===== src/rtl/rra_pkg.sv =====
package rra_pkg;
  localparam int unsigned RRA_REQ_W = 32;
  localparam int unsigned RRA_RSP_W = 32;

  // Outcome of a request offer, used for readability in the gate.
  typedef enum logic [1:0] {
    OFFER_NONE    = 2'd0,
    OFFER_TAKEN   = 2'd1,
    OFFER_REFUSED = 2'd2
  } offer_e;
endpackage


===== src/rtl/rra_rsp_hold.sv =====
module rra_rsp_hold #(
  parameter int unsigned RSP_W = rra_pkg::RRA_RSP_W
) (
  input  logic             clk,
  input  logic             rst_n,
  input  logic             cr_valid,
  input  logic [RSP_W-1:0] cr_data,
  input  logic             rsp_ready,
  input  logic             rsp_retry,
  output logic             rsp_valid,
  output logic [RSP_W-1:0] rsp_data,
  output logic             hold_q,
  output logic             hold_nxt,
  output logic             proto_err
);
  logic [RSP_W-1:0] hold_data;
  logic             resend;
  logic             clash;
  logic             park_new;

  // A parked entry is offered again only on an explicit retry.
  assign resend   = hold_q && rsp_retry;
  // A fresh response over a parked one is illegal and is dropped.
  assign clash    = cr_valid && hold_q;
  assign park_new = cr_valid && !hold_q && !rsp_ready;

  always_comb begin
    rsp_valid = resend || (cr_valid && !hold_q);
    rsp_data  = resend ? hold_data : cr_data;
    if (hold_q) hold_nxt = !(resend && rsp_ready);
    else        hold_nxt = park_new;
  end

  always_ff @(posedge clk) begin
    if (!rst_n) begin
      hold_q    <= 1'b0;
      hold_data <= '0;
      proto_err <= 1'b0;
    end else begin
      hold_q    <= hold_nxt;
      proto_err <= clash;
      if (park_new) hold_data <= cr_data;
    end
  end

  // a parked entry survives, unchanged, until delivered
  p_hold_stable_r5: assert property (@(posedge clk) disable iff (!rst_n)
    (hold_q && !(rsp_retry && rsp_ready)) |=> (hold_q && $stable(hold_data)));

  // a stalled fresh response is captured
  p_capture_r4: assert property (@(posedge clk) disable iff (!rst_n)
    (cr_valid && !hold_q && !rsp_ready) |=> (hold_q && hold_data == $past(cr_data)));

  // illegal overlap is reported next cycle
  p_clash_err_r7: assert property (@(posedge clk) disable iff (!rst_n)
    (cr_valid && hold_q) |=> proto_err);
endmodule


===== src/rtl/rra_req_gate.sv =====
module rra_req_gate #(
  parameter int unsigned REQ_W = rra_pkg::RRA_REQ_W
) (
  input  logic             clk,
  input  logic             rst_n,
  input  logic             rq_valid,
  input  logic [REQ_W-1:0] rq_data,
  input  logic             fw_ready,
  input  logic             hold_q,
  input  logic             hold_nxt,
  output logic             rq_ready,
  output logic             rq_retry,
  output logic             fw_valid,
  output logic [REQ_W-1:0] fw_data
);
  import rra_pkg::*;

  logic   need_q;
  logic   retry_q;
  logic   blocked;
  logic   need_pre;
  offer_e offer;

  assign blocked  = hold_q || need_q;
  assign fw_valid = rq_valid && !blocked;
  assign fw_data  = rq_data;
  assign rq_ready = fw_valid && fw_ready;
  assign rq_retry = retry_q;

  always_comb begin
    if (!rq_valid)     offer = OFFER_NONE;
    else if (rq_ready) offer = OFFER_TAKEN;
    else               offer = OFFER_REFUSED;
  end

  // The flag is sticky until the port is fully free. The pulse is issued
  // from the next-cycle holding state, so a resend that frees the port
  // schedules the invitation at once.
  assign need_pre = need_q || (offer == OFFER_REFUSED);

  always_ff @(posedge clk) begin
    if (!rst_n) begin
      need_q  <= 1'b0;
      retry_q <= 1'b0;
    end else begin
      need_q  <= need_pre && hold_nxt;
      retry_q <= need_pre && !hold_nxt;
    end
  end

  // every refusal leaves a pending flag or an immediate pulse
  p_refusal_tracked_r3: assert property (@(posedge clk) disable iff (!rst_n)
    (rq_valid && !rq_ready) |=> (need_q || rq_retry));

  // no invitation while a reply is still parked
  p_retry_when_free_r6: assert property (@(posedge clk) disable iff (!rst_n)
    rq_retry |-> !hold_q);

  // the flag is gone in the pulse cycle
  p_flag_cleared_r6: assert property (@(posedge clk) disable iff (!rst_n)
    rq_retry |-> !need_q);
endmodule


===== src/rtl/req_retry_adapter.sv =====
module req_retry_adapter #(
  parameter int unsigned REQ_W = rra_pkg::RRA_REQ_W,
  parameter int unsigned RSP_W = rra_pkg::RRA_RSP_W
) (
  input  logic             clk,
  input  logic             rst_n,
  input  logic             rq_valid,
  input  logic [REQ_W-1:0] rq_data,
  output logic             rq_ready,
  output logic             rq_retry,
  output logic             fw_valid,
  output logic [REQ_W-1:0] fw_data,
  input  logic             fw_ready,
  input  logic             cr_valid,
  input  logic [RSP_W-1:0] cr_data,
  output logic             rsp_valid,
  output logic [RSP_W-1:0] rsp_data,
  input  logic             rsp_ready,
  input  logic             rsp_retry,
  output logic             proto_err
);
  logic hold_q;
  logic hold_nxt;

  rra_rsp_hold #(.RSP_W(RSP_W)) u_hold (
    .clk       (clk),
    .rst_n     (rst_n),
    .cr_valid  (cr_valid),
    .cr_data   (cr_data),
    .rsp_ready (rsp_ready),
    .rsp_retry (rsp_retry),
    .rsp_valid (rsp_valid),
    .rsp_data  (rsp_data),
    .hold_q    (hold_q),
    .hold_nxt  (hold_nxt),
    .proto_err (proto_err)
  );

  rra_req_gate #(.REQ_W(REQ_W)) u_gate (
    .clk      (clk),
    .rst_n    (rst_n),
    .rq_valid (rq_valid),
    .rq_data  (rq_data),
    .fw_ready (fw_ready),
    .hold_q   (hold_q),
    .hold_nxt (hold_nxt),
    .rq_ready (rq_ready),
    .rq_retry (rq_retry),
    .fw_valid (fw_valid),
    .fw_data  (fw_data)
  );

  // nothing reaches the cache while a reply is parked
  p_no_fwd_parked_r2: assert property (@(posedge clk) disable iff (!rst_n)
    hold_q |-> !fw_valid);
endmodule


===== config.mk =====
export PLATFORM = sky130hd
export DESIGN_NAME = req_retry_adapter
export DESIGN_NICKNAME = d
export VERILOG_FILES = /design/src/rtl/rra_pkg.sv /design/src/rtl/rra_rsp_hold.sv /design/src/rtl/rra_req_gate.sv /design/src/rtl/req_retry_adapter.sv
export SDC_FILE = /design/constraint.sdc
export NUM_CORES = 1
export LEC_CHECK = 0
export BUFFER_PORTS_ARGS = -buffer_cell sky130_fd_sc_hd__buf_2
export CELL_PAD_IN_SITES_DETAIL_PLACEMENT = 0
export CELL_PAD_IN_SITES_GLOBAL_PLACEMENT = 1
export CORE_ASPECT_RATIO = 1.25
export CORE_UTILIZATION = 28
export DETAILED_ROUTE_END_ITERATION = 12
export HOLD_SLACK_MARGIN = 0.02
export PLACE_DENSITY = 0.87
export SLEW_MARGIN = 20
export SYNTH_ARGS = -nofsm -noshare
export SYNTH_HDL_FRONTEND = slang
export SYNTH_SLANG_ARGS = --single-unit

===== constraint.sdc =====
create_clock -name clk -period 1.9 [get_ports clk]
set_clock_uncertainty 0.1 [all_clocks]
set_input_delay 0.19 -clock clk [delete_from_list [all_inputs] [get_ports clk]]
set_output_delay 0.19 -clock clk [all_outputs]
set_load 0.01 [all_outputs]

==> flow_summary.ini, run 1 <==
[outcome]
status = finished clean

[global_routing]
grt_overflow_total = 0
global_route_wire_length_before_repair_mm = 5.89
grt_start_max_net_pins = 45
grt_antenna_before_repair = 0
grtUsageTotal = 0.102
grt_pass1_vias = 1296

[critical_path]
worstPathRequired_ps = 1610
rr_endpoint = u_hold.hold_data[17]$_SDFFE_PN0P_
worst-setup-path-type = reg -> out
worst-endpoint-arrival_ps = 1460
critical_path_peak_fanout = 16
setup.worst_path.end_class = primary output
setup.reg_to_reg.worst_slack_ps = 650
regToRegStartpoint = u_hold.hold_q$_SDFF_PN0_
r2r_cells = 4
critical_path.startpoint_type = register

[cts]
cts_tree = done
clock-root-buffer = sky130_fd_sc_hd__clkbuf_8
cts.reportedPaths.clkPinSlew_ps = 70
numCtsBuffers = 5
ctsHtreeMaxLevel = 2
post-cts-setup-buffers = 0
clk-insertion-delay-late_ps = 280
numClockSinks = 36
max-clock-path-buffers = 2

[power_and_ir_drop]
internal_power_mw = 1.41
seqPwrFrac = 0.438
power.total_mw = 1.85
switching_share = 0.239
power.share.clock = 0.399
pwr_density_cell_mw_per_mm2 = 780
switching_power_uw = 442
power.share.combinational = 0.162
ir_drop_uv = 357
total_leakage_power_nw = 1.01

[die]
die_wd_um = 76.9
core_region_area_mm2 = 0.00665
io_pins = 140
floorplan.die.height_um = 95.6
placementRows = 33
die_area_mm2 = 0.00735
initial_core_utilization = 0.295

[flow_run]
timing.max_cap.violations = 0

[detailed_routing]
drt_iter0_markers = 64
drcViolationCount = 0
drt-pass1-iter-count = 4
drt_wl_total_mm = 3.99
routedWlPerCell_um = 11.1
route.detailed.vias_per_inst = 4.48
vias = 1617
ant_nets = 0

[synth]
synth-edff-count = 0
synth.cells.most_frequent = sky130_fd_sc_hd__dfxtp_1 (36), sky130_fd_sc_hd__nand2_1 (34), sky130_fd_sc_hd__buf_4 (32), sky130_fd_sc_hd__mux2_2 (32), sky130_fd_sc_hd__nand3_1 (32)
ys_seq_area_frac = 0.367
synthFlopType = sky130_fd_sc_hd__dfxtp_1
synth.ff_latch_count = 36
avgSynthCellArea_um2 = 8.57
synthTopCellsByArea = sky130_fd_sc_hd__dfxtp_1 (37%), sky130_fd_sc_hd__mux2_2 (18%), sky130_fd_sc_hd__buf_4 (12%), sky130_fd_sc_hd__nand3_1 (8.2%), sky130_fd_sc_hd__o21ai_0 (7.6%)
synthDistinctLibCells = 20
synth_area_mm2 = 0.00196
yosysMostFrequentCell = sky130_fd_sc_hd__dfxtp_1
yosysWarningCount = 0
post-synth-top-area-fraction = 0.367
synthCells = 229
async_flop_share = 0
syn_nets = 300
post-synth-top-area-cell = sky130_fd_sc_hd__dfxtp_1

[cells_and_area]
drive_gt1_frac = 0.453
synthToLayoutAreaGrowth_pct = 20.8
fillCellCount = 722
antenna_cells_inserted = 0
final_net_count = 344

[min_path]
worst_min_delay_path_category = in -> reg
hold_depth = 3
min_delay_worst_endpoint = u_hold.hold_data[25]$_SDFFE_PN0P_
hold_path_startpoint = cr_data[25]

[sta]
timing.final.ws_setup_ps = 150
rsz0062_at_grt = false
report.final.slew_viol_count = 0
worst_hold_slack_ps = 32.0
timing.setup.tns_ps = 0
report.final.hold_viol_count = 0
finalSetupViolCount = 0
slew_of_the_pin_with_the_lowest_slew_margin_ps = 279
max-slew-margin-rel = 0.814
period_needed_ps = 1750
final_min_period_over_clock_period = 0.921
clock.fmax_ghz = 0.571

[place]
placer_congestion_estimate = 0.647
portBuffers = 75
detailed_place_hpwl_mm = 2.64
pre_cts_setup_slack_ps = 364
## metrics by stage
step / instances / utilization / instance area (um^2)
3_3_place_gp: 347 / 0.326 / 2170
2_1_floorplan: 229 / - / 1960
5_1_grt: 361 / 0.357 / 2370
3_5_place_dp: 347 / 0.326 / 2170
6_report: 361 / 0.357 / 2370
4_1_cts: 360 / 0.352 / 2340
## registers in the layout, indices dropped and copies added (netlist names)
register	cells
u_hold.hold_q	1
u_hold.proto_err	1
u_gate.rq_retry	1
u_hold.hold_data	32
u_gate.need_q	1
## power by group through the flow
| stage | combinational, mW | clock [mW] | sequential, mW |
|---|---|---|---|
| floorplan | 0.248 | 0 | 0.822 |
| global placement | 0.286 | 0 | 0.825 |
| detailed placement | 0.290 | 0 | 0.827 |
| CTS | 0.299 | 0.785 | 0.810 |
| global route | 0.332 | 0.807 | 0.815 |
| finish | 0.300 | 0.738 | 0.810 |
## cells by family after synthesis
family,share of synthesized area
AOI/OAI and AO/OA,0.0937
buffers and inverters,0.179
DFF,0.367
muxes,0.184
and+or+nand+nor,0.177
## cells in the final DEF, fill, tap and decap left out, types with 3 or more instances in the layout
cell                             n
sky130_fd_sc_hd__nand3_1        32
sky130_fd_sc_hd__nand2_1        33
sky130_fd_sc_hd__buf_2          75
sky130_fd_sc_hd__mux2_2         32
sky130_fd_sc_hd__clkbuf_8        7
sky130_fd_sc_hd__o21ai_0        30
sky130_fd_sc_hd__dlygate4sd3_1   5
sky130_fd_sc_hd__dfxtp_1        35
sky130_fd_sc_hd__buf_4           3
sky130_fd_sc_hd__o21ai_1         4
## timing repair
item,in CTS,in global routing
endpoints found under the hold margin,5,0
resized for setup,0,2
hold buffers,5,0
setup endpoints to repair,0,22
## layer usage
metal / share of wire / vias to the layer above / track usage
li1: - / 834 / -
met1: 0.46 / 734 / 0.120
met2: 0.47 / 45 / 0.166
met3: 0.063 / 4 / 0.0354
met4: 0.0053 / 0 / 0.0465
met5: 0 / - / 0
## final cells by class
cell class	count	area (um^2)	share of cell area
multi-input cells	142	893	0.377
flip-flops and latches	36	722	0.304
repair buffers	86	513	0.216
well taps	87	109	0.0459
clock buffers	7	96.3	0.0406
clock inverters	1	30.0	0.0127
inverters	2	7.51	0.00317
## worst max-delay path, stage by stage, from the launching register on
cell and delay (ps):
sky130_fd_sc_hd__dfxtp_2 360, sky130_fd_sc_hd__nand2_2 130, sky130_fd_sc_hd__clkbuf_16 210, sky130_fd_sc_hd__mux2_2 340, sky130_fd_sc_hd__buf_2 140
## how the worst max path moves through the flow
stage | startpoint | to | slack (ps)
2_1_floorplan | u_hold.hold_q$_SDFF_PN0_ | rsp_data[10] | 460
3_3_place_gp | u_hold.hold_q$_SDFF_PN0_ | rsp_data[12] | 400
3_5_place_dp | u_hold.hold_q$_SDFF_PN0_ | rsp_data[12] | 360
4_1_cts | u_hold.hold_q$_SDFF_PN0_ | rsp_data[12] | 40
5_1_grt | u_hold.hold_q$_SDFF_PN0_ | rsp_data[11] | 80
6_report | u_hold.hold_q$_SDFF_PN0_ | rsp_data[15] | 150
(Power assumes the default switching activity.)
==> run 2, diff against run 1 <==
--- a/config.mk
+++ b/config.mk
@@ -5,7 +5,7 @@
 export SDC_FILE = /design/constraint.sdc
 export NUM_CORES = 1
 export LEC_CHECK = 0
-export BUFFER_PORTS_ARGS = -buffer_cell sky130_fd_sc_hd__buf_2
+export BUFFER_PORTS_ARGS = -buffer_cell sky130_fd_sc_hd__clkbuf_2
 export CELL_PAD_IN_SITES_DETAIL_PLACEMENT = 0
 export CELL_PAD_IN_SITES_GLOBAL_PLACEMENT = 1
 export CORE_ASPECT_RATIO = 1.25
==> flow_summary.ini, run 2 (synthesized netlist as in run 1, its figures left out) <==
[sta]
period_needed_ps = 1790
max-slew-margin-rel = 0.797
worst_hold_slack_ps = 39.3
rsz0062_at_grt = false
timing.setup.tns_ps = 0
timing.final.ws_setup_ps = 110
final_min_period_over_clock_period = 0.942
clock.fmax_ghz = 0.559
report.final.slew_viol_count = 0
report.final.hold_viol_count = 0
finalSetupViolCount = 0
slew_of_the_pin_with_the_lowest_slew_margin_ps = 304

[detailed_routing]
met1Wirelength_mm = 1.67
ant_nets = 0
maxUsedRoutingLayer = met4
drcViolationCount = 0
route.detailed.vias_per_inst = 4.41
vias = 1567
drt_wl_total_mm = 3.72
drt-pass1-iter-count = 4
wl_met2_mm = 1.79
met3_wirelength_um = 222
drt_iter0_markers = 9
routedWlPerCell_um = 10.5

[cts]
cts.reportedPaths.clkPinSlew_ps = 70
clk-insertion-delay-late_ps = 270
ctsHoldBuffers = 0
cts_tree = done
numClockSinks = 36
ctsHtreeMaxLevel = 2
clock-root-buffer = sky130_fd_sc_hd__clkbuf_8
max-clock-path-buffers = 2
numCtsBuffers = 5
cts_resized = 0
post-cts-setup-buffers = 0

[critical_path]
cpPeakStageDelay_ps = 380
cp_cell_sequence = nand2_1 -> buf_12 -> mux2_2 -> clkbuf_2
setup.worst_path.end_class = primary output
crit_path_top_delay_cell = sky130_fd_sc_hd__dfxtp_1
worst-setup-path-type = reg -> out
critical_path_peak_fanout = 33
worst-endpoint-arrival_ps = 1500
critical_path.startpoint_type = register
worstPathRequired_ps = 1610

[die]
core_region_area_mm2 = 0.00665
initial_core_utilization = 0.295
floorplan.die.height_um = 95.6
die_area_mm2 = 0.00735
io_pins = 140
die_wd_um = 76.9
placementRows = 33

[power_and_ir_drop]
pwr_density_cell_mw_per_mm2 = 727
power.total_mw = 1.64
total_leakage_power_nw = 0.970
ir_drop_uv = 262

[cells_and_area]
synthToLayoutAreaGrowth_pct = 14.9
final_cells = 355
layout.cells.most_common_list = sky130_fd_sc_hd__clkbuf_2 (75), sky130_fd_sc_hd__dfxtp_1 (36), sky130_fd_sc_hd__nand2_1 (34), sky130_fd_sc_hd__mux2_2 (32), sky130_fd_sc_hd__nand3_1 (32)
largest_reg_flops = 32
most_flop_heavy_register = u_hold.hold_data
mostFrequentLayoutCell = sky130_fd_sc_hd__clkbuf_2
antenna_cells_inserted = 0
stdcell_area_mm2 = 0.00226
seq_area_um2 = 721
multiInputGateArea_um2 = 891
fillCellCount = 714
drive_gt1_frac = 0.444
final_net_count = 338
post_layout_utilization_of_the_core = 0.339

[global_routing]
grtUsageTotal = 0.102
grt_overflow_total = 0
grt_pass1_vias = 1391
grt_antenna_before_repair = 0
grt_start_max_net_pins = 47
global_route_wire_length_before_repair_mm = 6.03

[place]
placer_congestion_estimate = 0.637
post_dp_cell_area_mm2 = 0.00217
portBuffers = 75
pre_cts_setup_slack_ps = 392
detailed_place_hpwl_mm = 2.65
placedCellCount = 347

[outcome]
status = finished clean

[min_path]
worst_min_delay_path_category = in -> reg

[flow_run]
timing.max_cap.violations = 0
-- run 2: cell count changes in the layout (fill, tap and decap cells not counted) --
cell                            before  now
sky130_fd_sc_hd__clkbuf_1            0    2
sky130_fd_sc_hd__clkbuf_16           1    0
sky130_fd_sc_hd__clkbuf_8            7    6
sky130_fd_sc_hd__nand2_1            33   34
sky130_fd_sc_hd__bufinv_16           1    0
sky130_fd_sc_hd__buf_2              75    0
sky130_fd_sc_hd__dfxtp_2             1    0
sky130_fd_sc_hd__clkbuf_2            0   75
sky130_fd_sc_hd__nand2_2             1    0
sky130_fd_sc_hd__dfxtp_1            35   36
sky130_fd_sc_hd__dlygate4sd3_1       5    0
-- run 2: report_power, final --
part / internal (mW) / switching [mW] / total [mW]
logic: 0.141 / 0.146 / 0.286
clock network: 0.296 / 0.247 / 0.542
registers: 0.792 / 0.0187 / 0.810
total: 1.23 / 0.411 / 1.64
-- run 2: path summary, 6_finish.rpt --
check,start,to,slack [ps],cells after the start
worst min-delay path,cr_data[31],u_hold.hold_data[31]$_SDFFE_PN0P_,40,3
worst min register to register,u_hold.hold_data[5]$_SDFFE_PN0P_,u_hold.hold_data[5]$_SDFFE_PN0P_,350,2
worst max-delay path,u_hold.hold_q$_SDFF_PN0_,rsp_data[29],110,4
worst max register to register,u_hold.hold_q$_SDFF_PN0_,u_hold.hold_data[23]$_SDFFE_PN0P_,630,3
-- run 2: layout make-up --
cell class / instances / share of cell area
Tap cell: 87 / 0.0483
Inverter: 2 / 0.00333
Clock buffer: 8 / 0.0399
Sequential cell: 36 / 0.319
Timing Repair Buffer: 80 / 0.194
Multi-Input combinational cell: 142 / 0.395
-- run 2: per-layer routing --
| metal | vias up | global-route usage |
|---|---|---|
| met4 | 0 | 0.0513 |
| met2 | 41 | 0.169 |
| met5 | - | 0 |
| li1 | 819 | - |
| met3 | 2 | 0.0297 |
| met1 | 705 | 0.120 |
-- run 2: critical path: cells and delay by family (launching register included) --
kind          cells  cell delay [ps]
simple gates      1              140
mux               1              360
buf+inv           2              340
flops             1              380
